$ cat config.mk
export PLATFORM = sky130hd
export DESIGN_NAME = drf_rollback_rf
export DESIGN_NICKNAME = d
export VERILOG_FILES = /design/src/rtl/drf_pkg.sv /design/src/rtl/drf_stage.sv /design/src/rtl/drf_lookup.sv /design/src/rtl/drf_rollback_rf.sv
export SDC_FILE = /design/constraint.sdc
export NUM_CORES = 1
export LEC_CHECK = 0
export ABC_AREA = 1
export BUFFER_PORTS_ARGS = -buffer_cell sky130_fd_sc_hd__buf_2
export CORE_MARGIN = 4
export CORE_UTILIZATION = 43
export DETAILED_ROUTE_END_ITERATION = 7
export GPL_ROUTABILITY_DRIVEN = 0
export SYNTH_ARGS = -nofsm -noshare
export SYNTH_HDL_FRONTEND = slang
export SYNTH_HIERARCHICAL = 1
export SYNTH_SLANG_ARGS = --single-unit
$ cat constraint.sdc
create_clock -name clk -period 1.5 [get_ports clk]
set_input_delay 0.075 -clock clk [delete_from_list [all_inputs] [get_ports clk]]
set_output_delay 0.075 -clock clk [all_outputs]
set_load 0.01 [all_outputs]
$ cat src/rtl/drf_pkg.sv
package drf_pkg;
    localparam int DEF_DATA_W   = 16;
    localparam int DEF_ADDR_W   = 3;
    localparam int DEF_DEPTH    = 4;
    localparam int DEF_RD_PORTS = 2;
endpackage

$ cat src/rtl/drf_stage.sv
module drf_stage #(
    parameter int DATA_W = 16,
    parameter int ADDR_W = 3,
    parameter int DEPTH  = 4,
    parameter int CNT_W  = 3
) (
    input  logic                          clk,
    input  logic                          rst_n,
    input  logic                          wr_en,
    input  logic [ADDR_W-1:0]             wr_addr,
    input  logic [DATA_W-1:0]             wr_data,
    input  logic                          rb_req,
    input  logic [CNT_W-1:0]              rb_cnt,
    output logic [DEPTH-1:0]              ent_v,
    output logic [DEPTH-1:0][ADDR_W-1:0]  ent_a,
    output logic [DEPTH-1:0][DATA_W-1:0]  ent_d,
    output logic                          cm_v,
    output logic [ADDR_W-1:0]             cm_a,
    output logic [DATA_W-1:0]             cm_d
);
    localparam int CW1 = CNT_W + 1;

    typedef struct packed {
        logic [DEPTH-1:0]             v;
        logic [DEPTH-1:0][ADDR_W-1:0] a;
        logic [DEPTH-1:0][DATA_W-1:0] d;
    } stage_t;

    stage_t           st_d, st_q;
    logic [DEPTH-1:0] alive;
    logic [CW1-1:0]   cnt_eff;

    always_comb begin
        cnt_eff = ({1'b0, rb_cnt} > CW1'(DEPTH)) ? CW1'(DEPTH) : {1'b0, rb_cnt};
        for (int i = 0; i < DEPTH; i++) begin
            alive[i] = st_q.v[i] && !(rb_req && (cnt_eff > CW1'(i)));
        end
        cm_v = alive[DEPTH-1];
        cm_a = st_q.a[DEPTH-1];
        cm_d = st_q.d[DEPTH-1];

        st_d      = st_q;
        st_d.v[0] = wr_en && !rb_req && (wr_addr != '0);
        st_d.a[0] = wr_addr;
        st_d.d[0] = wr_data;
        for (int i = 1; i < DEPTH; i++) begin
            st_d.v[i] = alive[i-1];
            st_d.a[i] = st_q.a[i-1];
            st_d.d[i] = st_q.d[i-1];
        end
    end

    always_ff @(posedge clk or negedge rst_n) begin
        if (!rst_n) st_q <= '0;
        else        st_q <= st_d;
    end

    assign ent_v = st_q.v;
    assign ent_a = st_q.a;
    assign ent_d = st_q.d;


    accept_chk: assert property (@(posedge clk) disable iff (!rst_n)
        (wr_en && !rb_req && wr_addr != '0) |=> (st_q.v[0] && st_q.a[0] == $past(wr_addr)
                                                  && st_q.d[0] == $past(wr_data)));

    rb_drop_chk: assert property (@(posedge clk) disable iff (!rst_n)
        rb_req |=> !st_q.v[0]);

    rb_full_chk: assert property (@(posedge clk) disable iff (!rst_n)
        (rb_req && rb_cnt >= CNT_W'(DEPTH)) |=> (st_q.v == '0));

    generate
        for (genvar g = 1; g < DEPTH; g++) begin : g_shift

            shift_chk: assert property (@(posedge clk) disable iff (!rst_n)
                1'b1 |=> (st_q.d[g] == $past(st_q.d[g-1]) && st_q.a[g] == $past(st_q.a[g-1])));
        end
    endgenerate
endmodule

$ cat src/rtl/drf_lookup.sv
module drf_lookup #(
    parameter int DATA_W = 16,
    parameter int ADDR_W = 3,
    parameter int DEPTH  = 4
) (
    input  logic [ADDR_W-1:0]             rd_addr,
    input  logic [DEPTH-1:0]              ent_v,
    input  logic [DEPTH-1:0][ADDR_W-1:0]  ent_a,
    input  logic [DEPTH-1:0][DATA_W-1:0]  ent_d,
    input  logic [DATA_W-1:0]             arr_val,
    output logic [DATA_W-1:0]             rd_data
);
    always_comb begin
        rd_data = arr_val;
        for (int i = DEPTH - 1; i >= 0; i--) begin
            if (ent_v[i] && ent_a[i] == rd_addr) rd_data = ent_d[i];
        end
        if (rd_addr == '0) rd_data = '0;
    end
endmodule

$ cat src/rtl/drf_rollback_rf.sv
module drf_rollback_rf #(
    parameter int DATA_W   = drf_pkg::DEF_DATA_W,
    parameter int ADDR_W   = drf_pkg::DEF_ADDR_W,
    parameter int DEPTH    = drf_pkg::DEF_DEPTH,
    parameter int RD_PORTS = drf_pkg::DEF_RD_PORTS,
    parameter int CNT_W    = $clog2(DEPTH + 1)
) (
    input  logic                             clk,
    input  logic                             rst_n,
    input  logic                             wr_en,
    input  logic [ADDR_W-1:0]                wr_addr,
    input  logic [DATA_W-1:0]                wr_data,
    input  logic                             rb_req,
    input  logic [CNT_W-1:0]                 rb_cnt,
    input  logic [RD_PORTS-1:0][ADDR_W-1:0]  rd_addr,
    output logic [RD_PORTS-1:0][DATA_W-1:0]  rd_data
);
    localparam int REGS = 1 << ADDR_W;

    logic [DEPTH-1:0]             ent_v;
    logic [DEPTH-1:0][ADDR_W-1:0] ent_a;
    logic [DEPTH-1:0][DATA_W-1:0] ent_d;
    logic                         cm_v;
    logic [ADDR_W-1:0]            cm_a;
    logic [DATA_W-1:0]            cm_d;

    logic [REGS-1:0][DATA_W-1:0]  mem_d, mem_q;

    drf_stage #(.DATA_W(DATA_W), .ADDR_W(ADDR_W), .DEPTH(DEPTH), .CNT_W(CNT_W)) u_stage (
        .clk(clk), .rst_n(rst_n),
        .wr_en(wr_en), .wr_addr(wr_addr), .wr_data(wr_data),
        .rb_req(rb_req), .rb_cnt(rb_cnt),
        .ent_v(ent_v), .ent_a(ent_a), .ent_d(ent_d),
        .cm_v(cm_v), .cm_a(cm_a), .cm_d(cm_d)
    );

    always_comb begin
        mem_d = mem_q;
        if (cm_v) mem_d[cm_a] = cm_d;
    end

    always_ff @(posedge clk or negedge rst_n) begin
        if (!rst_n) mem_q <= '0;
        else        mem_q <= mem_d;
    end

    generate
        for (genvar p = 0; p < RD_PORTS; p++) begin : g_port
            drf_lookup #(.DATA_W(DATA_W), .ADDR_W(ADDR_W), .DEPTH(DEPTH)) u_look (
                .rd_addr(rd_addr[p]),
                .ent_v(ent_v), .ent_a(ent_a), .ent_d(ent_d),
                .arr_val(mem_q[rd_addr[p]]),
                .rd_data(rd_data[p])
            );

            zero_reg_chk: assert property (@(posedge clk) disable iff (!rst_n)
                (rd_addr[p] == '0) |-> (rd_data[p] == '0));
        end
    endgenerate


    commit_chk: assert property (@(posedge clk) disable iff (!rst_n)
        cm_v |=> (mem_q[$past(cm_a)] == $past(cm_d)));

    zero_mem_chk: assert property (@(posedge clk) disable iff (!rst_n)
        1'b1 |=> (mem_q[0] == '0));
endmodule

# After elaboration in Yosys (flattened, before gate mapping)

Index checks and enable logic that the tools add are counted.
Widths: inputs -> output; s select.

Flip-flop bits (word level): 208
Bits of input ports: 32
Output and inout bits: 32

$lt $le $gt $ge: 9
Equality and inequality tests: 8
Multiplexer cells: 18
Reduce and logical (&&, ||, !) cells: 27

Operators with widths:

| operator           | count |
|---|---|
| $mux 16            | 13 |
| $bwmux 128         | 1 |
| $bmux 16 s3        | 2 |
| $demux 16 s3       | 1 |
| $eq 3x3->1         | 8 |
| $logic_and 1x1->1  | 19 |
| $lt 3x4->1 const B | 3 |
| $gt 4x1->1 const B | 2 |
| $gt 4x2->1 const B | 2 |
| $logic_not 3->1    | 2 |
| $logic_not 1->1    | 5 |
| $ge 3x1->1 const B | 1 |
| $gt 3x3->1 const B | 1 |
| $mux 3             | 1 |
| $reduce_bool 3->1  | 1 |

# Longest topological paths before layout

Depth after elaboration: 7
Gate-level depth with buffers: 11
Gate-level depth less buffers: 10

# Hierarchy

Netlist, hierarchy kept.

By module, submodules not included:

| module          | instances | cells an instance | area an instance (sq um) | sequential area each (sq um) |
|---|---|---|---|---|
| drf_rollback_rf | 1         | 1165              | 7489.7                   | 3203.1 |
| drf_stage       | 1         | 174               | 2643.8                   | 2001.9 |
| drf_lookup      | 2         | 250               | 1317.5                   | 0.0 |

# Worst setup path before layout

Ideal clock, no wire load.

Kind: reg2out
Start point: reg u_stage.st_q, in the netlist u_stage/cm_a[1]
End point: out rd_data[10] in the netlist's numbering
Arrival: 1.407 ns
Slack: 0.018 ns
Stages on the path, launching flop included: 11
Path through: dfrtp_1 buf_4 inv_1 nand2_1 nand2_1 nor2_4 buf_2 nand3_1 nand3_1 nand2_1 a21oi_2

RTL lines:

| item                     | line                  | RTL |
|---|---|---|
| start: declaration       | drf_stage.sv:29       | `stage_t st_d, st_q;` |
| start signal: assignment | drf_stage.sv:55       | `else st_q <= st_d;` |
| end: declaration         | drf_rollback_rf.sv:16 | `output logic [RD_PORTS-1:0][DATA_W-1:0] rd_data` |

==> summary.txt <==
Synth
  – Post-synthesis average cell area: 6.94 sq um
  – Yosys reg bits: roughly 210
  – Synth unique cells: 30
  – Synthesized area: between 10000 and 15000 sq um
  – Post-synth net total: about 1900
  – Cell count after synthesis: around 1800
  – Yosys warns: 6
  – Area leader, netlist: dfrtp_1
  – Top cells by area, synth: dfrtp_1 (41%), nand2_1 (21%), nand3_1 (8.9%)
  – Top cell type's share of synthesized area: 0.408
  – Seq/Total Area, Yosys: 0.408

STA
  – Final hold vios: 0
  – Maximum clock frequency: between 0.4 and 0.5 GHz
  – Rel. slew slack: 0.683
  – Final Setup Violations: 32
  – Tcrit/Tclk final: 1.44
  – Final WS setup: -0.658 ns
  – Final min period: approximately 2.2 ns
  – Worst Tran Pin Value: ~0.48 ns
  – Hold WS: 0.0879 ns
  – RSZ-0062 raised after global routing: true
  – Slew Viols, Final: 0
  – Clk_skew: approximately 0.0058 ns

Setup path
  – CP max-delay cell: dfrtp_1
  – Reg-to-reg slack, setup: 0.08 ns
  – Reg2reg end: mem_q[73]
  – Setup Crit Path Kind: register to output pin
  – CP max stage delay: roughly 0.42 ns
  – Worst reg2reg path startpoint: u_stage/cm_a[1]
  – Nature of the critical path endpoint: output pin
  – Required @ worst endpoint: 1.42 ns
  – Worst-path cell chain: inv_1, nand2_1, nand2_2, nor2_4, buf_12, clkbuf_16, nand3_1, nand3_1, nand2_1, a21oi_2, buf_2
  – Critical path startpoint category: register
  – Worst Reg-to-Reg Cells: 6
  – Worst-path fanout max: 7
  – Arr. time, crit path: approximately 2.1 ns

Pwr
  – Internal: 11.2 mW
  – Switching power: between 4 and 5 mW
  – Comb pwr share: 0.175
  – Clk pwr share: 0.422
  – Peak VDD IR: 856 uV
  – Reg power frac: 0.403
  – Power Dens Cells: between 1000 and 1500 nW/um^2
  – Sw frac: 0.281
  – Tot Pwr: 15.6 mW
  – Leakage: 7.95 nW

Global routing
  – Pin count of the biggest net entering global routing: between 50 and 60
  – Initial antenna violation count: 0
  – Vias in the first global route: between 10000 and 15000
  – Tot GR Track Use: 0.227
  – Grt total ovfl: 0
  – First-pass GRT wire length: slightly above 60 mm

Clock network
  – Max Root-Sink Buffers: 3
  – Clk_lat worst skew: about 0.52 ns
  – Clock Pin Slew Worst Setup and Hold Paths: 0.06 ns
  – CTS tree: done
  – Num CTS Buffers: 25
  – # H-tree levels: 1
  – CTS Sinks: between 200 and 250
  – Clk root buf: clkbuf_16

Place
  – Setup WS pre-CTS: -0.150 ns
  – Dpl cell area: 13700 sq um
  – Port Buf Inserts: between 60 and 70
  – Placed wire-length estimate: about 25 mm
  – Cells after DPL: roughly 2200

Cells and area
  – Diodes inserted: 0
  – Fillers: between 2000 and 3000
  – Final cell count without fillers: ~2300
  – Share of cells above drive strength 1: 0.171
  – Reg area: 5210 sq um
  – Multi-input gate area: approximately 5900 sq um
  – Final net count: approximately 1900
  – Area grow syn2layout: 19.2%
  – Design Area, Final: approximately 15000 sq um

Outcome
  – Status: finished, violations left
  – Failing checks: setup timing

Floorplan
  – Floorplan row count: slightly above 60
  – Die area: approximately 33000 sq um
  – Die width: between 150 and 200 um
  – Initial Util: 0.440
  – Die Span Y: around 180 um
  – I/O pin cnt: 64
  – Core ar.: approximately 29000 sq um

Run
  – Total of max-cap violations: 0

Worst hold path
  – Hold Path Class: input port to asynchronous set/reset pin

Routing
  – Post-Route WL: roughly 38 mm
  – DRT antenna net count: 0
  – Drt drc: 0
  – Wire per inst: about 16 um
  – Vias post-DR: approximately 12000
  – DR iter-0 viols: about 1000
  – Vias per inst: a little over 5
  – DR pass1 iterations: 6
[cells in the mapped netlist]
cell type,number
a21oi_1,13
and2_1,1
nor3_4,1
nand2_8,2
o21ai_2,2
nand4_1,2
nand3b_1,32
buf_6,2
nand2_1,716
xnor2_1,6
a21oi_2,20
nand2_4,2
clkbuf_1,26
inv_2,10
buf_8,2
o21ai_0,160
nor2_8,6
nand2_2,10
nand3_1,227
dfrtp_1,208
buf_2,50
nor2_4,6
inv_1,194
nor2_1,12
buf_4,86
clkbuf_2,4
xor2_1,2
buf_1,2
clkinv_1,32
nor2_2,3
[routing by layer]
metal	vias to the layer above	track usage	wire, um
li1	5698	-	-
met1	5373	0.321	17000
met2	416	0.372	17300
met3	66	0.0270	2400
met4	0	0.0560	828
met5	-	0	0
[sequential cells by signal, indices dropped and copies added, names as in the netlist]
| register | cells |
|---|---|
| mem_q | 128 |
| u_stage/cm_a | 3 |
| u_stage/cm_d | 16 |
| u_stage/ent_a | 9 |
| u_stage/ent_d | 48 |
| u_stage/ent_v | 4 |
[critical path: cells and delay by family (launching register included)]
| kind | cells | cell delay (ns) |
|---|---|---|
| simple gates | 6 | 0.53 |
| compound gates | 1 | 0.12 |
| buf+inv | 4 | 0.49 |
| flops | 1 | 0.42 |
[repair_timing]
item                                    CTS  global route
cloned                                    0             1
buffers inserted                          6             2
endpoints found under the hold margin   231             0
hold buffers                             28             0
pin swaps                                 9            23
endpoints found under the setup margin   32            39
gates resized for setup                  34            43
[final cells by class]
class,instances,area share
clock buffers,35,0.0488
clock inverters,10,0.0102
inverters,236,0.0584
multi-input cells,1223,0.384
flip-flops and latches,208,0.342
well taps,384,0.0316
repair buffers,185,0.125
[worst max-delay path by stage]
stage                    start     endpoint  slack [ns]
2_1_floorplan  u_stage/cm_a[1]  rd_data[10]        0.02
3_3_place_gp        rd_addr[0]   rd_data[5]       -0.14
3_5_place_dp        rd_addr[0]   rd_data[6]       -0.15
4_1_cts        u_stage/cm_a[1]  rd_data[28]       -0.60
5_1_grt        u_stage/cm_a[1]  rd_data[22]       -0.71
6_report       u_stage/cm_a[1]  rd_data[22]       -0.66
[through the flow]
stage | utilization | TNS [ns]
after floorplan | - | 0
after global placement | 0.471 | -3.14
after detailed placement | 0.471 | -3.34
after CTS | 0.517 | -18.08
after global routing | 0.525 | -21.52
final | 0.525 | -18.20
[power groups by stage]
stage	Sequential [mW]	Clock [mW]	Combinational [mW]
after floorplan	6.27	0	1.74
after global routing	6.33	6.95	3.05
after global placement	6.36	0	2.51
final	6.28	6.57	2.72
after CTS	6.28	6.71	2.66
after detailed placement	6.37	0	2.55
[placed cells by master, fill, tap and decap left out, drive strengths merged, types with 2 or more instances in the layout]
cell / netlist / routed
nand2: 730 / 730
nand3: 227 / 227
dfrtp: 208 / 208
inv: 204 / 205
o21ai: 162 / 162
buf: 142 / 156
clkbuf: 30 / 36
clkinv: 32 / 35
a21oi: 33 / 33
nand3b: 32 / 32
dlygate4sd3: 0 / 28
nor2: 27 / 27
xnor2: 6 / 6
bufinv: 0 / 4
clkinvlp: 0 / 2
xor2: 2 / 2
nand4: 2 / 2
[cell families after synthesis]
| group | after synthesis | synth area share |
|---|---|---|
| AOI/OAI and AO/OA | 195 | 0.0829 |
| DFF | 208 | 0.408 |
| and+or+nand+nor | 1020 | 0.351 |
| xor gates and xnor gates | 8 | 0.00549 |
| buffers and inverters | 408 | 0.153 |
Note: power is estimated with default switching activity, not from simulation.
